[config.mk]
export PLATFORM = sky130hd
export DESIGN_NAME = ir_symbol_capture
export DESIGN_NICKNAME = d
export VERILOG_FILES = /design/src/rtl/ir_cap_pkg.sv /design/src/rtl/ir_cap_sync.sv /design/src/rtl/ir_cap_timebase.sv /design/src/rtl/ir_cap_sat_ctr.sv /design/src/rtl/ir_symbol_capture.sv
export SDC_FILE = /design/constraint.sdc
export NUM_CORES = 1
export LEC_CHECK = 0
export BUFFER_PORTS_ARGS = -buffer_cell sky130_fd_sc_hd__buf_2
export CAP_MARGIN = 30
export CORE_MARGIN = 2
export CORE_UTILIZATION = 60
export CTS_CLUSTER_DIAMETER = 50
export DETAILED_ROUTE_END_ITERATION = 16
export PLACE_DENSITY_LB_ADDON = 0.05
export SETUP_SLACK_MARGIN = 0.4
export SYNTH_ARGS = -nofsm -noshare
export SYNTH_HDL_FRONTEND = slang
export SYNTH_HIERARCHICAL = 1
export SYNTH_SLANG_ARGS = --single-unit
[constraint.sdc]
create_clock -name clk -period 5.8 [get_ports clk]
set_input_delay 0.58 -clock clk [delete_from_list [all_inputs] [get_ports clk]]
set_output_delay 0.58 -clock clk [all_outputs]
set_load 0.01 [all_outputs]
[src/rtl/ir_cap_pkg.sv]
package ir_cap_pkg;

   localparam int CNT_W = 16;

   typedef logic [CNT_W-1:0] cnt_t;

   typedef struct packed {
      cnt_t space;
      cnt_t mark;
   } sym_word_t;

   typedef enum logic [2:0] {
      ST_OFF,
      ST_BUSY,
      ST_READY,
      ST_WAIT_IDLE,
      ST_WAIT_PULSE,
      ST_MARK,
      ST_SPACE
   } cap_state_e;

   // saturating subtraction used for the clipped space on a timeout
   function automatic cnt_t sat_sub(input cnt_t a, input cnt_t b);
      return (a > b) ? cnt_t'(a - b) : '0;
   endfunction

endpackage

[src/rtl/ir_cap_sync.sv]
module ir_cap_sync #(
   parameter int   STAGES    = 2,
   parameter logic RESET_VAL = 1'b1
) (
   input  logic clk,
   input  logic rst_n,
   input  logic d_i,
   output logic q_o
);

   if (STAGES < 2) begin : g_bad_stages
      $error("ir_cap_sync: STAGES must be at least 2");
   end

   logic [STAGES-1:0] chain;

   always_ff @(posedge clk or negedge rst_n) begin
      if (!rst_n) chain <= {STAGES{RESET_VAL}};
      else        chain <= {chain[STAGES-2:0], d_i};
   end

   assign q_o = chain[STAGES-1];

endmodule

[src/rtl/ir_cap_timebase.sv]
module ir_cap_timebase #(
   parameter int PRESCALE_W = 7,
   parameter int UNIT_US    = 10
) (
   input  logic                  clk,
   input  logic                  rst_n,
   input  logic                  run_i,
   input  logic                  restart_i,
   input  logic [PRESCALE_W-1:0] prescale_i,
   output logic                  unit_tick_o
);

   localparam int DEC_W = (UNIT_US > 1) ? $clog2(UNIT_US) : 1;

   if (PRESCALE_W < 1 || PRESCALE_W > 16) begin : g_bad_pw
      $error("ir_cap_timebase: PRESCALE_W out of range");
   end
   if (UNIT_US < 1) begin : g_bad_unit
      $error("ir_cap_timebase: UNIT_US must be positive");
   end

   logic [PRESCALE_W-1:0] pre_cnt;
   logic                  us_tick;

   // >= keeps the divider bounded if the prescale value drops mid-count
   assign us_tick = run_i && (pre_cnt >= prescale_i);

   always_ff @(posedge clk or negedge rst_n) begin
      if (!rst_n)                   pre_cnt <= '0;
      else if (restart_i || !run_i) pre_cnt <= '0;
      else if (us_tick)             pre_cnt <= '0;
      else                          pre_cnt <= pre_cnt + 1'b1;
   end

   if (UNIT_US == 1) begin : g_unit_direct
      assign unit_tick_o = us_tick;
   end else begin : g_unit_divided
      logic [DEC_W-1:0] dec_cnt;
      logic             dec_last;

      assign dec_last    = (dec_cnt == DEC_W'(UNIT_US - 1));
      assign unit_tick_o = us_tick && dec_last;

      always_ff @(posedge clk or negedge rst_n) begin
         if (!rst_n)                   dec_cnt <= '0;
         else if (restart_i || !run_i) dec_cnt <= '0;
         else if (us_tick)             dec_cnt <= dec_last ? '0 : dec_cnt + 1'b1;
      end

      // a unit spans at least UNIT_US cycles, never two ticks in a row
      assert_unit_gap_R1 : assert property (@(posedge clk) disable iff (!rst_n)
         unit_tick_o |=> !unit_tick_o);
   end

endmodule

[src/rtl/ir_cap_sat_ctr.sv]
module ir_cap_sat_ctr #(
   parameter int W = 16
) (
   input  logic         clk,
   input  logic         rst_n,
   input  logic         clear_i,
   input  logic         inc_i,
   input  logic [W-1:0] limit_i,
   output logic [W-1:0] count_o,
   output logic         at_limit_o
);

   if (W < 2) begin : g_bad_w
      $error("ir_cap_sat_ctr: W must be at least 2");
   end

   assign at_limit_o = (count_o >= limit_i);

   always_ff @(posedge clk or negedge rst_n) begin
      if (!rst_n)                    count_o <= '0;
      else if (clear_i)              count_o <= '0;
      else if (inc_i && !at_limit_o) count_o <= count_o + 1'b1;
   end

   // once at the limit, further increments leave the count unchanged
   assert_sat_hold_R6 : assert property (@(posedge clk) disable iff (!rst_n)
      (inc_i && at_limit_o && !clear_i) |=> $stable(count_o));

endmodule

[src/rtl/ir_symbol_capture.sv]
module ir_symbol_capture
   import ir_cap_pkg::*;
#(
   parameter int PRESCALE_W  = 7,
   parameter int UNIT_US     = 10,
   parameter int SYNC_STAGES = 2,
   parameter int BUSY_CYCLES = 8
) (
   input  logic                  clk,
   input  logic                  rst_n,
   input  logic                  cfg_enable_i,
   input  logic                  cfg_raw_mode_i,
   input  logic                  cfg_format_i,
   input  logic [PRESCALE_W-1:0] cfg_prescale_i,
   input  logic [15:0]           cfg_max_width_i,
   input  logic                  start_i,
   input  logic                  ir_in_i,
   output logic                  busy_o,
   output logic                  sym_valid_o,
   output logic [31:0]           sym_word_o,
   output logic                  timeout_o
);

   localparam int BUSY_W = $clog2(BUSY_CYCLES + 1);
   localparam int SUM_W  = CNT_W + 1;

   if (BUSY_CYCLES < 1) begin : g_bad_busy
      $error("ir_symbol_capture: BUSY_CYCLES must be at least 1");
   end
   if ($bits(sym_word_t) != 32) begin : g_bad_word
      $error("ir_symbol_capture: symbol word must be 32 bits");
   end

   // ---------------- line conditioning ----------------
   logic line_sync;
   logic fmt_q;
   logic line_act;
   logic act_q;
   logic rise_act;
   logic fall_act;

   ir_cap_sync #(
      .STAGES    (SYNC_STAGES),
      .RESET_VAL (1'b1)
   ) u_sync (
      .clk   (clk),
      .rst_n (rst_n),
      .d_i   (ir_in_i),
      .q_o   (line_sync)
   );

   // active (pulse) level: low for format 0, high for format 1
   assign line_act = line_sync ^ ~fmt_q;

   always_ff @(posedge clk or negedge rst_n) begin
      if (!rst_n) act_q <= 1'b0;
      else        act_q <= line_act;
   end

   assign rise_act = line_act & ~act_q;
   assign fall_act = ~line_act & act_q;

   // ---------------- control state ----------------
   cap_state_e          state_q, state_d;
   logic [BUSY_W-1:0]   busy_cnt_q, busy_cnt_d;
   logic                fmt_d;

   logic                unit_tick;
   logic                tb_run;
   logic                tb_restart;
   cnt_t                mark_cnt, space_cnt;
   logic                mark_full, space_full;
   logic                mark_clr, space_clr;
   logic                mark_inc, space_inc;
   logic [SUM_W-1:0]    phase_sum;
   logic                sum_hit;
   logic                emit;
   logic                emit_to;
   sym_word_t           word_d;

   assign phase_sum = {1'b0, mark_cnt} + {1'b0, space_cnt};
   assign sum_hit   = (phase_sum >= {1'b0, cfg_max_width_i});

   always_comb begin
      state_d    = state_q;
      busy_cnt_d = busy_cnt_q;
      fmt_d      = fmt_q;
      emit       = 1'b0;
      emit_to    = 1'b0;
      mark_clr   = 1'b0;
      space_clr  = 1'b0;
      if (!cfg_enable_i) begin
         state_d = ST_OFF;
      end else begin
         unique case (state_q)
            ST_OFF: begin
               state_d    = ST_BUSY;
               busy_cnt_d = BUSY_W'(BUSY_CYCLES - 1);
            end
            ST_BUSY: begin
               if (busy_cnt_q == '0) state_d = ST_READY;
               else                  busy_cnt_d = busy_cnt_q - 1'b1;
            end
            ST_READY: begin
               if (start_i && cfg_raw_mode_i) begin
                  fmt_d   = cfg_format_i;
                  state_d = ST_WAIT_IDLE;
               end
            end
            ST_WAIT_IDLE: begin
               if (!line_act) state_d = ST_WAIT_PULSE;
            end
            ST_WAIT_PULSE: begin
               if (rise_act) begin
                  mark_clr = 1'b1;
                  state_d  = ST_MARK;
               end
            end
            ST_MARK: begin
               if (fall_act) begin
                  space_clr = 1'b1;
                  state_d   = ST_SPACE;
               end
            end
            ST_SPACE: begin
               if (sum_hit) begin
                  emit    = 1'b1;
                  emit_to = 1'b1;
                  if (rise_act) begin
                     mark_clr = 1'b1;
                     state_d  = ST_MARK;
                  end else begin
                     state_d  = ST_WAIT_PULSE;
                  end
               end else if (rise_act) begin
                  emit     = 1'b1;
                  mark_clr = 1'b1;
                  state_d  = ST_MARK;
               end
            end
            default: state_d = ST_OFF;
         endcase
      end
   end

   always_ff @(posedge clk or negedge rst_n) begin
      if (!rst_n) begin
         state_q    <= ST_OFF;
         busy_cnt_q <= '0;
         fmt_q      <= 1'b0;
      end else begin
         state_q    <= state_d;
         busy_cnt_q <= busy_cnt_d;
         fmt_q      <= fmt_d;
      end
   end

   assign busy_o = (state_q == ST_BUSY);

   // ---------------- measurement ----------------
   assign tb_run     = cfg_enable_i && (state_q == ST_MARK || state_q == ST_SPACE);
   assign tb_restart = mark_clr || space_clr;
   assign mark_inc   = (state_q == ST_MARK)  && unit_tick;
   assign space_inc  = (state_q == ST_SPACE) && unit_tick && !emit;

   ir_cap_timebase #(
      .PRESCALE_W (PRESCALE_W),
      .UNIT_US    (UNIT_US)
   ) u_timebase (
      .clk         (clk),
      .rst_n       (rst_n),
      .run_i       (tb_run),
      .restart_i   (tb_restart),
      .prescale_i  (cfg_prescale_i),
      .unit_tick_o (unit_tick)
   );

   ir_cap_sat_ctr #(.W(CNT_W)) u_mark_ctr (
      .clk        (clk),
      .rst_n      (rst_n),
      .clear_i    (mark_clr),
      .inc_i      (mark_inc),
      .limit_i    (cfg_max_width_i),
      .count_o    (mark_cnt),
      .at_limit_o (mark_full)
   );

   ir_cap_sat_ctr #(.W(CNT_W)) u_space_ctr (
      .clk        (clk),
      .rst_n      (rst_n),
      .clear_i    (space_clr),
      .inc_i      (space_inc),
      .limit_i    (cfg_max_width_i),
      .count_o    (space_cnt),
      .at_limit_o (space_full)
   );

   // ---------------- symbol output ----------------
   always_comb begin
      word_d.mark  = mark_full ? cfg_max_width_i : mark_cnt;
      word_d.space = emit_to ? sat_sub(cfg_max_width_i, mark_cnt) : space_cnt;
   end

   always_ff @(posedge clk or negedge rst_n) begin
      if (!rst_n) begin
         sym_valid_o <= 1'b0;
         timeout_o   <= 1'b0;
         sym_word_o  <= '0;
      end else begin
         sym_valid_o <= emit;
         timeout_o   <= emit_to;
         if (emit) sym_word_o <= word_d;
      end
   end

   // ---------------- assertions ----------------
   // each symbol strobe lasts one cycle
   assert_single_strobe_R11 : assert property (@(posedge clk) disable iff (!rst_n)
      sym_valid_o |=> !sym_valid_o);

   // a timeout always comes with a symbol whose phases add up to the maximum
   assert_timeout_sum_R5 : assert property (@(posedge clk) disable iff (!rst_n)
      timeout_o |-> (sym_valid_o &&
         ({1'b0, sym_word_o[15:0]} + {1'b0, sym_word_o[31:16]} == {1'b0, cfg_max_width_i})));

   // a reported pulse never exceeds the maximum
   assert_mark_bound_R6 : assert property (@(posedge clk) disable iff (!rst_n)
      sym_valid_o |-> (sym_word_o[15:0] <= cfg_max_width_i));

   // no symbol while settling
   assert_quiet_busy_R7 : assert property (@(posedge clk) disable iff (!rst_n)
      busy_o |-> !sym_valid_o);

   // a disabled block goes silent and idle
   assert_off_quiet_R9 : assert property (@(posedge clk) disable iff (!rst_n)
      !cfg_enable_i |=> (!sym_valid_o && !busy_o));

endmodule

# --- Word-level counts from Yosys, hierarchy flattened ---
# Index checks and enable logic that the tools add are counted.
word_totals:
  reg_bits: 88
  in_bits: 30
  out_inout_bits: 35
  elab_cells: 103
classes:
  addsub: 7
  n_lt_le_gt_ge: 5
  eq_ne: 12
  n_mux: 35
  n_bitwise: 6
  reduce_logical: 26
ops:
  columns: ["op", "count"]
  rows:
  - ["16-bit 2-to-1 mux", 7]
  - ["16-bit by 1-bit adder with 16-bit output (second input constant)", 2]
  - ["16-bit >= comparator", 2]
  - ["3-bit 2-to-1 mux", 7]
  - ["3-bit one-hot mux with 7 select lines", 1]
  - ["16-bit by 16-bit adder with 17-bit output", 1]
  - ["17-bit by 16-bit >= comparator with 1-bit output", 1]
  - ["16-bit greater-than comparator", 1]
  - ["4-bit 2-to-1 mux", 4]
  - ["16-bit subtractor", 1]
  - ["7-bit 2-to-1 mux", 2]
  - ["1-bit 2-to-1 mux", 13]
  - ["3-bit == test (second input constant)", 3]
  - ["1-bit logical AND", 9]
  - ["3-bit != test (second input constant)", 3]
  - ["4-bit one-hot mux with 2 select lines", 1]
  - ["2-bit nonzero test", 4]
  - ["7-bit by 1-bit adder with 7-bit output (second input constant)", 1]
  - ["7-bit >= comparator", 1]
  - ["3-bit by 2-bit == test with 1-bit output (second input constant)", 2]
  - ["3-bit AND reduction", 2]
  - ["4-bit by 1-bit adder with 4-bit output (second input constant)", 1]
  - ["4-bit == test (second input constant)", 1]
  - ["1-bit zero test", 4]
  - ["12 further kinds", 17]

# --- Logic depth before layout (Yosys ltp) ---
logic_depth:
  word_depth: 12
  mapped_depth: 23
  ltp_nobuf: 22

# --- Modules after synthesis ---
# The synthesis kept the hierarchy.
modules_own_cells:
  columns: ["mod", "n_inst", "cells_per_inst", "area_per_inst_um2", "seq_area_each_um2"]
  rows:
  - ["ir_symbol_capture", 1, 476, 4022.6, 1076.0]
  - ["ir_cap_sat_ctr", 2, 146, 1297.5, 400.4]
  - ["ir_cap_timebase", 1, 76, 701.9, 275.3]
  - ["ir_cap_sync", 1, 2, 52.6, 52.6]

# --- Worst setup path after synthesis ---
# Ideal clock, no wire load.
synth_timing:
  kind: "register -> register"
  from: "register u_mark_ctr.count_o[0]"
  to: "register u_space_ctr.count_o[3]"
  setup_ps: 78
  arrival_ps: 4834
  t_required_ps: 5722
  setup_slack_ps: 888
  path_stages_with_launch: 23
  path_buffers: 2
  period_less_slack_ps: 4912
  path_cell_list: "dfrtp_1 ha_1 inv_1 fa_1 nand2b_1 a21o_1 a21oi_1 o21a_1 nand2_1 o21ai_0 xor2_1 ha_1 a211o_1 a221oi_1 o211ai_1 o21a_1 or2_1 buf_6 nor3_1 o2111ai_2 buf_6 or3_1 a21oi_1"
synth_between:
  elab_chain_cells: 9
synth_rtl:
  columns: ["element", "line", "text"]
  rows:
  - ["start: declaration", "ir_cap_sat_ctr.sv:9", "output logic [W-1:0] count_o,"]
  - ["start signal: assignment", "ir_cap_sat_ctr.sv:22", "else if (inc_i && !at_limit_o) count_o <= count_o + 1'b1;"]
  - ["16-bit by 16-bit adder with 17-bit output", "ir_symbol_capture.sv:81", "assign phase_sum = {1'b0, mark_cnt} + {1'b0, space_cnt};"]
  - ["17-bit by 16-bit >= comparator with 1-bit output", "ir_symbol_capture.sv:82", "assign sum_hit = (phase_sum >= {1'b0, cfg_max_width_i});"]
  - ["1-bit 2-to-1 mux", "ir_symbol_capture.sv:126", "if (sum_hit) begin"]
  - ["1-bit 2-to-1 mux", "ir_symbol_capture.sv:95", "unique case (state_q)"]
  - ["1-bit 2-to-1 mux", "ir_symbol_capture.sv:92", "if (!cfg_enable_i) begin"]
  - ["1-bit zero test", "ir_symbol_capture.sv:164", "assign space_inc = (state_q == ST_SPACE) && unit_tick && !emit;"]
  - ["1-bit logical AND", "ir_symbol_capture.sv:164", null]
  - ["named net space_inc", "ir_symbol_capture.sv:74", "logic mark_inc, space_inc;"]
  - ["1-bit logical AND", "ir_cap_sat_ctr.sv:22", null]
  - ["2-bit nonzero test (no line)", null, null]
  - ["end signal: assignment", "ir_cap_sat_ctr.sv:22", null]
  - ["end: declaration", "ir_cap_sat_ctr.sv:9", null]
# The timed path passes the listed nets, and every way through them passes these cells.
# A chain may end at the register's enable or synchronous reset.

# --- Worst setup path in the final report ---
layout_timing:
  from: "register u_mark_ctr.count_o[3]"
  to: "register u_space_ctr.count_o[9]"
# The elaborated chain is that of the path after synthesis.

==> results.txt <==
CTS tree -> done
multi-input logic area -> 4680 um2
clk buf depth -> 2
# fillers -> 1009
Site Rows -> 40
Top delay family on crit path -> compound AO/OA/AOI/OAI gates
worst setup path startpoint -> u_mark_ctr/count_o[3]
WS Path Type -> register to register
clock latency on the worst-skew pair -> 0.35 ns
Post-Route WL -> 18800 um
fin cells -> 1062
cell depth of the worst setup path -> 20
first-pass GRT wire length -> 31000 um
status -> finished, final reports clean
max-cap viol count -> 0
vias per cell -> 6.06
Final setup viols -> 0
distinct cell type count after synthesis -> 67
CTS clk-pin slew, worst paths -> 0.06 ns
Peak Freq -> 195 MHz
Placed Instances -> 1041
switching share of power -> 24.5%
R2R setup slack -> 0.67 ns
RSZ-0062 raised after global routing -> no
maximum vdd drop -> 143 uV
worst relative slew slack -> 46.0%
Syn. warnings -> 6
Buf/Inv on CP -> 2
port bufs -> 64
die area -> 13200 um2
Avg Cell Area, Syn -> 8.71 um2
Syn Inst Count -> 846
Tot GR Track Use -> 29.6%
Boundary Pins -> 65
DRT iter0 DRCs -> 385
crit path to -> u_space_ctr/count_o[9]
clock sink total -> 88
most common cell after layout, fill and taps aside -> inv_1
Setup crit start kind -> register
Cell Area, Synth -> 7370 um2
Pint -> 1.09 mW
Post-CTS Hold Buffers -> 0
Horiz. Die Dim -> 115 um
gr ovfl total -> 0
Slew @ Worst Pin -> 0.810 ns
reg-to-reg endpoint -> u_space_ctr/count_o[9]
Hold Path Class -> input port to asynchronous set/reset pin
clock root cell -> clkbuf_16
htree depth -> 3
diodes inserted -> 0
FF/Latch Area -> 2210 um2
Final TNS setup -> 0 ns
largest net degree at the start of global routing -> 56
Nets -> 1035
Critical Path End Type -> register
share of cells above drive strength 1 -> 15.1%
async set-reset flop share out of synthesis -> 100%
antenna violations before repair -> 0
PwrDens -> 176 nW/um2
Comb pwr share -> 10.7%
leakage -> 3.94 nW
Placer Congestion -> 0.911
worst-path cell chain -> ha_1 -> or4_1 -> o22ai_2 -> o21ai_1 -> o41ai_2 -> inv_1 -> a21oi_1 -> xnor2_1 -> ha_1 -> o21a_1 -> o21ai_0 -> or3_1 -> o211ai_1 -> o21a_1 -> or2_1 -> nor3_2 -> buf_4 -> o2111ai_4 -> or4_1 -> a21oi_1
final hold viol count -> 0
Reg power frac -> 43.9%
wire per inst -> 17.7 um
Yosys reg bits -> 88
Final Cycle Share -> 88.5%
min cycle time layout -> 5.13 ns
Slew Viols, Final -> 0
core area -> 12000 um2
clk_skew -> 0.00547 ns
final core occ -> 68.3%
Syn Nets -> 971
DR pass1 iterations -> 7
Die H -> 115 um
CP arrival -> 5.40 ns
most frequent cells in the layout -> inv_1, ha_1, dfrtp_1, a21oi_1, buf_2
predominant post-synthesis flop cell -> dfrtp_1
Post-route DRC -> 0
initial core utilization -> 61.4%
Num CTS Buffers -> 9
Worst EP required -> 6.07 ns
post-detail-place hpwl -> 14300 um
r2r startpoint -> u_mark_ctr/count_o[3]
CP max-delay cell -> or4_1
post-synthesis sequential area ratio -> 29.9%
post-detailed-route count of antenna-violating nets -> 0
Area growth, synth to finish -> 11.3%
P_sw -> 0.352 mW
clock group share of total power -> 45.4%
via count -> 6434
crit-path max FO -> 9
Crit path largest cell delay -> 0.54 ns
R2R cell count -> 20
Post-synth EDFFs -> 0
vias in the first global route -> 6360
layer usage:
metal | GRT usage (%) | wire length [um] | vias up | share of wire [%]
met3 | 4.80 | 1030 | 44 | 5.5
met4 | 9.88 | 435 | 0 | 2.3
met2 | 52.0 | 9160 | 191 | 49
met1 | 37.0 | 8140 | 3038 | 43
met5 | 0 | 0 | - | 0
li1 | - | - | 3161 | -
kinds of logic after synthesis:
kind of cell,synth area share (%)
AOI/OAI and AO/OA,19.8
xor gates and xnor gates,3.92
adders and majority gates,16.3
buffers and inverters,7.09
DFF,29.9
muxes,4.50
and+or+nand+nor,18.4
through the flow:
step | worst slack [ns] | area (um2) | power [mW] | hold slack (ns)
floorplan | 0.888 | 7370 | 0.737 | 0.284
global placement | 0.624 | 7790 | 0.790 | 0.349
detailed placement | 0.376 | 7790 | 0.797 | 0.348
CTS | 0.409 | 8140 | 1.46 | 0.186
global route | 0.388 | 8200 | 1.50 | 0.211
finish | 0.670 | 8200 | 1.44 | 0.175
flip-flops by register name, indices dropped and copies added, names as in the netlist:
signal and flops:
sym_word_o 32, u_mark_ctr/count_o 16, u_space_ctr/count_o 16, u_timebase/pre_cnt 7, busy_cnt_q 4, u_timebase/g_unit_divided.dec_cnt 4
state_q 3, u_sync/chain 2, act_q 1, fmt_q 1, sym_valid_o 1, timeout_o 1
cell usage after synthesis (11+ instances only):
master,instances,area [um2]
o21a_1,14,105
or4_1,15,113
o31ai_1,13,97.6
nand4_1,11,68.8
a21oi_1,82,410
mux2i_1,32,320
ha_1,93,1160
xnor2_1,26,228
o21ai_0,44,220
nor3_1,28,140
dfrtp_1,86,2150
inv_1,97,364
nor2_1,48,180
nand3_1,36,180
nand2_1,46,173
or3_1,21,131
power groups by stage:
stage | clock network, mW | registers [mW] | logic, mW
3_3_place_gp | 0 | 0.643 | 0.147
5_1_grt | 0.691 | 0.634 | 0.175
4_1_cts | 0.668 | 0.632 | 0.155
6_report | 0.654 | 0.633 | 0.154
3_5_place_dp | 0 | 0.644 | 0.153
2_1_floorplan | 0 | 0.641 | 0.0958
cell type report:
class | count | share of cell area, %
clock buffers | 11 | 3.08
clock inverters | 5 | 1.07
inverters | 97 | 4.44
multi-input cells | 637 | 57.1
flip-flops and latches | 88 | 26.9
well taps | 147 | 2.24
repair buffers | 77 | 5.13
worst min path at each step:
stage / slack [ns] / to / start / cells after the start
after detailed placement: 0.35 / u_sync/chain[1] / u_sync/chain[0] / 0
after CTS: 0.19 / busy_cnt_q[0] / rst_n / 1
after floorplan: 0.28 / act_q / rst_n / 0
after global routing: 0.21 / busy_cnt_q[0] / rst_n / 1
after global placement: 0.35 / u_sync/chain[1] / u_sync/chain[0] / 0
final: 0.17 / busy_cnt_q[0] / rst_n / 1
timing repair:
item | in CTS | in global routing
endpoints found under the hold margin | 0 | 0
gates cloned | 0 | 0
buffers inserted | 0 | 5
setup endpoints to repair | 2 | 11
resized for setup | 1 | 8
(Power assumes the default switching activity.)
